[src/rtl/pdm_dac_pkg.sv]
package pdm_dac_pkg;
  localparam int unsigned DEF_NUM_CH = 4;
  localparam int unsigned DEF_VAL_W  = 16;
  localparam int unsigned DEF_CODE_W = 10;

  // number of clocks in one full modulation period
  function automatic int unsigned period_len(input int unsigned code_w);
    return 32'd1 << code_w;
  endfunction
endpackage

[src/rtl/pdm_code_map.sv]
module pdm_code_map #(
  parameter int unsigned VAL_W  = 16,
  parameter int unsigned CODE_W = 10
) (
  input  logic [VAL_W-1:0]  value_i,
  input  logic              pol_i,
  output logic [CODE_W-1:0] code_o
);
  localparam int unsigned LSB_W = VAL_W - CODE_W;

  // inverting the code gives (2^W - 1 - code) ones per period
  assign code_o = value_i[VAL_W-1 -: CODE_W] ^ {CODE_W{pol_i}};

  generate
    if (LSB_W > 0) begin : g_lsb
      logic unused_lsb;
      assign unused_lsb = ^value_i[LSB_W-1:0];
    end
  endgenerate
endmodule

[src/rtl/pdm_accum.sv]
module pdm_accum #(
  parameter int unsigned CODE_W = 10
) (
  input  logic              clk_i,
  input  logic              rst_ni,
  input  logic [CODE_W-1:0] code_i,
  output logic              carry_o
);
  logic [CODE_W-1:0] acc_q;
  logic [CODE_W:0]   sum;

  assign sum     = {1'b0, acc_q} + {1'b0, code_i};
  assign carry_o = sum[CODE_W];

  always_ff @(posedge clk_i or negedge rst_ni) begin
    if (!rst_ni) acc_q <= '0;
    else         acc_q <= sum[CODE_W-1:0];
  end
endmodule

[src/rtl/pdm_out_stage.sv]
module pdm_out_stage (
  input  logic clk_i,
  input  logic rst_ni,
  input  logic carry_i,
  input  logic pol_i,
  input  logic force_i,
  output logic pdm_o
);
  always_ff @(posedge clk_i or negedge rst_ni) begin
    if (!rst_ni)      pdm_o <= 1'b0;
    else if (force_i) pdm_o <= pol_i;
    else              pdm_o <= carry_i;
  end
endmodule

[src/rtl/pdm_quad_dac.sv]
module pdm_quad_dac #(
  parameter int unsigned NUM_CH = pdm_dac_pkg::DEF_NUM_CH,
  parameter int unsigned VAL_W  = pdm_dac_pkg::DEF_VAL_W,
  parameter int unsigned CODE_W = pdm_dac_pkg::DEF_CODE_W
) (
  input  logic                    clk_i,
  input  logic                    rst_ni,
  input  logic [NUM_CH*VAL_W-1:0] value_i,
  input  logic [NUM_CH-1:0]       pol_i,
  input  logic                    soft_off_i,
  output logic [NUM_CH-1:0]       pdm_o
);
  logic [NUM_CH-1:0] carry;

  for (genvar c = 0; c < NUM_CH; c++) begin : g_ch
    logic [CODE_W-1:0] eff_code;

    pdm_code_map #(.VAL_W(VAL_W), .CODE_W(CODE_W)) u_map (
      .value_i (value_i[c*VAL_W +: VAL_W]),
      .pol_i   (pol_i[c]),
      .code_o  (eff_code)
    );

    pdm_accum #(.CODE_W(CODE_W)) u_acc (
      .clk_i   (clk_i),
      .rst_ni  (rst_ni),
      .code_i  (eff_code),
      .carry_o (carry[c])
    );

    pdm_out_stage u_out (
      .clk_i   (clk_i),
      .rst_ni  (rst_ni),
      .carry_i (carry[c]),
      .pol_i   (pol_i[c]),
      .force_i (soft_off_i),
      .pdm_o   (pdm_o[c])
    );
  end
endmodule

[config.mk]
export PLATFORM = sky130hd
export DESIGN_NAME = pdm_quad_dac
export DESIGN_NICKNAME = d
export VERILOG_FILES = /design/src/rtl/pdm_dac_pkg.sv /design/src/rtl/pdm_code_map.sv /design/src/rtl/pdm_accum.sv /design/src/rtl/pdm_out_stage.sv /design/src/rtl/pdm_quad_dac.sv
export SDC_FILE = /design/constraint.sdc
export NUM_CORES = 1
export LEC_CHECK = 0
export BUFFER_PORTS_ARGS = -buffer_cell sky130_fd_sc_hd__clkbuf_2
export CORE_ASPECT_RATIO = 1.75
export CORE_MARGIN = 4
export CORE_UTILIZATION = 42
export DETAILED_ROUTE_END_ITERATION = 10
export PLACE_DENSITY_LB_ADDON = 0.1
export SLEW_MARGIN = 0
export SYNTH_ARGS = -nofsm -noshare
export SYNTH_HDL_FRONTEND = slang
export SYNTH_SLANG_ARGS = --single-unit
[constraint.sdc]
create_clock -name clk_i -period 3.3 [get_ports clk_i]
set_input_delay 0.165 -clock clk_i [delete_from_list [all_inputs] [get_ports clk_i]]
set_output_delay 0.165 -clock clk_i [all_outputs]
set_load 0.02 [all_outputs]
==> results of run 1 <==
flip-flops by register name, summed over array words and instances, names as in the netlist:
register / flops
g_ch.u_out.pdm_o: 4
g_ch.u_acc.acc_q: 40
power by group through the flow:
stage | sequential, mW | combinational [mW] | clock, mW
global placement | 0.962 | 2.11 | 0
finish | 0.960 | 2.14 | 0.511
CTS | 0.967 | 2.17 | 0.534
floorplan | 0.942 | 1.77 | 0
global route | 0.990 | 2.45 | 0.557
detailed placement | 0.975 | 2.16 | 0
metal layers:
| metal | vias to the layer above | track usage [%] | wire length (um) |
|---|---|---|---|
| li1 | 1284 | - | - |
| met1 | 1211 | 16.7 | 2710 |
| met2 | 39 | 27.2 | 3610 |
| met3 | 5 | 3.19 | 279 |
| met4 | 0 | 4.94 | 99 |
| met5 | - | 0 | 0 |
stage by stage:
| step | hold WS, ns | util (%) | instance area, um^2 |
|---|---|---|---|
| after detailed placement | 0.163 | 47.6 | 3650 |
| after global placement | 0.159 | 47.6 | 3650 |
| after floorplan | -0.131 | - | 3340 |
| after global routing | 0.267 | 49.6 | 3810 |
| final | 0.241 | 49.6 | 3810 |
| after CTS | 0.248 | 49.6 | 3810 |
Yosys cell counts, drive strengths merged, types with 3 or more instances:
library cell | number | area, um^2
fa | 4 | 80.1
dfrtp | 44 | 1100
o211ai | 5 | 37.5
o21ai | 8 | 40.0
and3 | 3 | 18.8
a211oi | 3 | 22.5
xnor2 | 18 | 158
nand4 | 5 | 31.3
buf | 9 | 53.8
inv | 10 | 37.5
nor3 | 5 | 25.0
nor2b | 8 | 50.1
o21bai | 3 | 22.5
a21oi | 17 | 85.1
a221oi | 3 | 26.3
nand3 | 17 | 85.1
ha | 44 | 551
nand2 | 11 | 41.3
xor2 | 50 | 438
o41ai | 4 | 35.0
nor2 | 18 | 67.6
a21o | 8 | 60.1
and2 | 4 | 27.5
a2111oi | 3 | 26.3
nand2b | 3 | 18.8
critical path: cells and delay by family, from the launching register on:
| kind | cells | cell delay (ns) |
|---|---|---|
| flops | 1 | 0.36 |
| fa+ha+maj | 2 | 0.63 |
| compound gates | 3 | 0.73 |
| xor+xnor | 1 | 0.18 |
worst paths after layout:
check | endpoint | slack, ns | cells past startpoint
max | g_ch[0].u_acc.acc_q[8] | 1.25 | 6
min | g_ch[2].u_out.pdm_o | 0.24 | 2
max reg2reg | g_ch[0].u_acc.acc_q[8] | 1.25 | 6
min reg2reg | g_ch[2].u_acc.acc_q[0] | 0.48 | 1
max in group asynchronous | g_ch[2].u_acc.acc_q[0] | 2.17 | 3
min in group asynchronous | g_ch[0].u_acc.acc_q[6] | 0.38 | 2
logic make-up (layout without fill, tap and decap cells):
kind of cell	after synthesis	in the layout	share of synthesized area, %
and+or+nand+nor	81	81	12.6
muxes	2	2	0.599
adders and majority gates	48	48	18.9
AOI/OAI and AO/OA	68	68	14.3
buffers and inverters	21	70	2.96
xor gates and xnor gates	68	68	17.8
DFF	44	44	32.9
layout make-up:
cell class                 instances  area, um^2  share of cell area (%)
clock buffer                       8         146                    3.84
inverter                          10        37.5                   0.986
multi-input combinational        267        2140                    56.3
sequential                        44        1100                    28.9
tap                               88         110                    2.89
timing repair buffer              52         268                    7.03
==> out/metrics.cfg, run 1 <==
[power]
powerDensity_mw_per_mm2 = 950
seq_power_share_pct = 26.6
power_mw = 3.62
switching_share_pct = 41.0
intPower_mw = 2.13
p_comb_share_pct = 59.3
vdd_drop_max_uv = 471
leakagePower_nw = 1.80
p_sw_mw = 1.48
clkPwrFrac_pct = 14.1

[clock_tree]
cts_buffers = 5
htree_levels = 2
root_buffer = clkbuf_16
ctsResizeCount = 0
cts_setup_buffers = 0
holdBufCountCts = 1
clock-sinks = 44
clk_pin_slew_ns = 0.06
cts_tree = built
clockBufferDepth = 2
clkLatencyLatePin_ns = 0.29

[logic_synthesis]
synth_nets = 451
synth.yosys.seq_area_share_pct = 32.9
synth_ff_type = dfrtp_1
postSynthAreaPerCell_um2 = 10.1
synth_seq_cells = 44
synth_area_mm2 = 0.00334
async_flop_share_pct = 100
yosys_warnings = 0
ys_types = 43
synthCells = 332
synth_edf_count = 0

[sta]
fmax_mhz = 488
fin_crit_sh_pct = 62.1
hold_viol_final = 0
min_period_ns = 2.05
tightest_slew_ns = 0.516
slew_violations = 0
fin_worst_skew_ns = 0.00293
slew_headroom_pct = 65.6
fin_tns_setup_ns = 0
grt_setup_unrepaired = false
setup-violations-final = 0
final.setup.worst_slack_ns = 1.25

[worst_setup_path]
r2r_start = g_ch[0].u_acc.acc_q[0]
worstPathMaxFanout = 4
worstPathArrival_ns = 2.20
required_ns = 3.45
crit_slowest_cell = fa_1
crit_chain = ha_1 -> fa_1 -> a21o_1 -> a21oi_1 -> o21ai_0 -> xor2_1
worst-setup-path-type = register to register
startpoint = g_ch[0].u_acc.acc_q[0]
max_stage_delay_ns = 0.41
end_kind = register
startpoint_type = register

[finish]
drive_gt1_share_pct = 15.2
mostFrequentLayoutCells = xor2_1 (50), clkbuf_2 (50), ha_1 (44), dfrtp_1 (44)
instances_no_fill = 469
area_growth_pct = 13.8
n_antenna_cell = 0
layout.nets = 499
n_fill_cell = 757

[drt]
wl_per_cell_um = 14.3
ant_nets = 0
wl_mm = 6.69
dr.pass1.iters = 4
viasPerCell = 5.41
drc = 0
vias = 2539
drt_iter0_drc = 73

[global_routing]
grt_pass1_wl_mm = 11.3
grt_usage_pct = 15.0
overflow = 0
grt_max_degree = 28
antenna_found_initial = 0
grt_pass1_vias = 2649

[die]
die_h_um = 126
core-area_mm2 = 0.00767
initial_utilization_pct = 43.6
die_w_um = 75.5
rows = 42
dieArea_mm2 = 0.00951
pin_count = 75

[flow_run]
maxCapViolCount = 0

[placement]
place.gp.congestion = 0.763
place_ws_ns = 0.952
placedCellCount = 460
dpl.hpwl_mm = 5.27
port_buffers = 50

[worst_hold_path]
hold_path_class = input pin to register
min-delay-start = soft_off_i

[run_status]
status = complete, no violations

Power figures use the tool's default switching activity.
==> inputs of run 2 (changes only) <==
- ABC_AREA: default -> 1
- clock period: 3.3 -> 1.94 ns (I/O delays scaled with it)
==> run 2 against run 1 <==
Compared with the run above: die area is 5.4% higher; count of clock-buffer cells in the layout is 2 lower; flip-flop and latch count is the same; highest routed layer unchanged.
==> out/metrics.cfg, run 2 <==
[logic_synthesis]
yosysTopAreaCell = dfrtp_1
yosys_warnings = 0  ; unchanged
synth_area_mm2 = 0.00354  ; +5.9%
synthTopCellsByCount = nand2_1 (127), xor2_1 (59), dfrtp_1 (44), ha_1 (44), nor2_1 (44)
async_flop_share_pct = 100  ; unchanged
synth_nets = 565  ; +25%
yosys-top-cells-area = dfrtp_1 (31%), ha_1 (16%), xor2_1 (15%)
synth_top_family_by_area = simple AND/OR/NAND/NOR gates
synthXorXnorAreaFrac_pct = 14.8  ; -3.0 points
synth_most_common_cell = nand2_1
synth_fa_ha_area_share_pct = 17.8  ; -1.1 points
synth.yosys.seq_area_share_pct = 31.1  ; -1.8 points
ys_types = 22  ; -49%
synth_compound_area_share_pct = 3.96  ; -10 points
synth_ff_type = dfrtp_1
synth.top_cell.area_share_pct = 31.1  ; -1.8 points
postSynthAreaPerCell_um2 = 7.94  ; -21%
synthCells = 446  ; +34%
synth_edf_count = 0  ; unchanged
synth-simple-area-share_pct = 26.3  ; +14 points
synthMuxAreaShare_pct = 0  ; -0.60 points
synth_seq_cells = 44  ; unchanged

[placement]
dpl.hpwl_mm = 5.51  ; +4.4%
placedCellCount = 585  ; +27%
port_buffers = 50  ; unchanged
place.gp.congestion = 0.844  ; +11%

[clock_tree]
htree_levels = 2  ; unchanged
cts_buffers = 5  ; unchanged
cts_tree = built
clkLatencyLatePin_ns = 0.29  ; about the same
root_buffer = clkbuf_16
clockBufferDepth = 2  ; unchanged
clk_pin_slew_ns = 0.07  ; about the same
clock-sinks = 44  ; unchanged
ctsResizeCount = 0  ; unchanged

[sta]
fin_crit_sh_pct = 83.5  ; +21 points
slew_headroom_pct = 60.6  ; -5.0 points
slew_violations = 0  ; unchanged
fin_tns_setup_ns = 0  ; unchanged
fmax_mhz = 617  ; +26%
tightest_slew_ns = 0.591  ; +0.0752 ns
setup-violations-final = 0  ; unchanged
grt_setup_unrepaired = false
hold_viol_final = 0  ; unchanged
fin_worst_skew_ns = 0.00592  ; +0.00298 ns
min_period_ns = 1.62  ; -0.429 ns

[finish]
area_growth_pct = 14.4
mostFrequentLayoutCells = nand2_1 (127), xor2_1 (59), clkbuf_2 (50)
top_regs = g_ch.u_acc.acc_q x40, g_ch.u_out.pdm_o x4
instances_no_fill = 594  ; +27%
n_fill_cell = 835  ; +10%
n_antenna_cell = 0  ; unchanged
final_common_cell = nand2_1
largest_reg_flops = 40  ; unchanged
layout.nets = 620  ; +24%
regMostFlops = g_ch.u_acc.acc_q
drive_gt1_share_pct = 14.9  ; -0.28 points

[global_routing]
antenna_found_initial = 0  ; unchanged
grt_pass1_vias = 2868  ; +8.3%
grt_max_degree = 45  ; +61%
grt_pass1_wl_mm = 11.9  ; +4.8%
overflow = 0  ; unchanged
grt_usage_pct = 14.7  ; -0.36 points

[worst_setup_path]
end_kind = register
worst-setup-path-type = register to register
worstPathArrival_ns = 1.80  ; -0.40 ns
required_ns = 2.12  ; -1.33 ns
worstPathMaxFanout = 3  ; -1
startpoint_type = register

[power]
clkPwrFrac_pct = 14.6  ; +0.5 points
vdd_drop_max_uv = 549  ; +16%
p_sw_mw = 2.70  ; +82%
seq_power_share_pct = 26.2  ; -0.4 points
powerDensity_mw_per_mm2 = 1510  ; +59%
p_comb_share_pct = 59.2  ; about the same
intPower_mw = 3.41  ; +60%
leakagePower_nw = 2.31  ; +28%
switching_share_pct = 44.1  ; +3.1 points

[drt]
viasPerCell = 4.86  ; -10%
dr.pass1.iters = 5  ; +1
ant_nets = 0  ; unchanged
wl_mm = 6.84  ; +2.2%
vias = 2884  ; +14%
wl_per_cell_um = 11.5  ; -19%
drt_iter0_drc = 57  ; -22%
drc = 0  ; unchanged

[worst_hold_path]
hold_path_class = input pin to register

[die]
core-area_mm2 = 0.00826  ; +7.6%
die_h_um = 129  ; +2.7%
initial_utilization_pct = 42.9  ; -0.70 points
dieArea_mm2 = 0.0100  ; +5.4%
pin_count = 75  ; unchanged
rows = 44  ; +4.8%
die_w_um = 77.4  ; +2.6%

[run_status]
status = complete, no violations

[flow_run]
maxCapViolCount = 0  ; unchanged

run 2: changes by cell type after synthesis, moves of 5 or more:
cell,delta
o211ai_1,-5
nor2_1,+26
nand3_1,+7
nor2b_1,-8
inv_1,+33
nand2_1,+116
xnor2_1,-17
xor2_1,+9
a21o_1,-7
run 2: critical path, stage by stage, from the launching register on:
cell and delay, ns:
dfrtp_1 0.36, ha_1 0.23, fa_1 0.42, nand2_1 0.09, nand2_1 0.07, and2_4 0.16, nand2_4 0.06, nand2_2 0.04
nand2_1 0.05, nand2_1 0.04
run 2: stage by stage:
| step | hold WS (ns) | instance area (um^2) | setup WS [ns] | utilization [%] | power (mW) |
|---|---|---|---|---|---|
| floorplan | -0.199 | 3540 | 0.319 | - | 4.56 |
| global placement | 0.236 | 3890 | 0.202 | 47.1 | 5.20 |
| detailed placement | 0.240 | 3890 | 0.180 | 47.1 | 5.27 |
| CTS | 0.159 | 4050 | 0.299 | 49.1 | 6.21 |
| global route | 0.173 | 4050 | 0.186 | 49.1 | 6.82 |
| finish | 0.172 | 4050 | 0.320 | 49.1 | 6.11 |
run 2: what timing repair did:
action                    CTS  global route
setup buffers               0             0
hold endpoints to repair   44             0
hold buffers                1             0
run 2: power by group through the flow:
| stage | clock network, mW | registers, mW | logic, mW |
|---|---|---|---|
| floorplan | 0 | 1.59 | 2.98 |
| global placement | 0 | 1.61 | 3.59 |
| detailed placement | 0 | 1.63 | 3.64 |
| CTS | 0.926 | 1.61 | 3.67 |
| global route | 0.957 | 1.66 | 4.20 |
| finish | 0.891 | 1.60 | 3.62 |
run 2: per-layer routing:
| metal | global-route usage (%) | share of wire, % |
|---|---|---|
| met2 | 27.7 | 53 |
| met1 | 16.0 | 41 |
| met5 | 0 | 0 |
| met4 | 6.18 | 2.6 |
| met3 | 2.57 | 2.7 |
run 2: area by class of cell:
cell class	count	area (um^2)	area share, %
sequential	44	1100	27.2
clock buffer	6	139	3.43
multi-input combinational	351	2230	55.0
clock inverter	2	10.0	0.247
inverter	43	161	3.98
tap	92	115	2.84
timing repair buffer	56	298	7.35
run 2: logic make-up after synthesis:
group | after synthesis
AO/OA/AOI/OAI | 26
flip-flops | 44
adder cells (fa/ha/maj) | 48
buffers and inverters | 51
AND/OR/NAND/NOR | 217
XOR/XNOR | 60
run 2: path summary, 6_finish.rpt:
check / start / endpoint / slack [ns] / depth (start not counted)
setup / recovery: g_ch[3].u_acc.acc_q[0] / g_ch[3].u_acc.acc_q[8] / 0.32 / 9
min in group asynchronous: rst_ni / g_ch[0].u_acc.acc_q[2] / 0.43 / 3
hold reg to reg: g_ch[1].u_acc.acc_q[0] / g_ch[1].u_acc.acc_q[0] / 0.48 / 1
setup reg to reg: g_ch[3].u_acc.acc_q[0] / g_ch[3].u_acc.acc_q[8] / 0.32 / 9
max in group asynchronous: rst_ni / g_ch[1].u_acc.acc_q[8] / 1.11 / 3
hold / removal: pol_i[3] / g_ch[3].u_out.pdm_o / 0.17 / 3
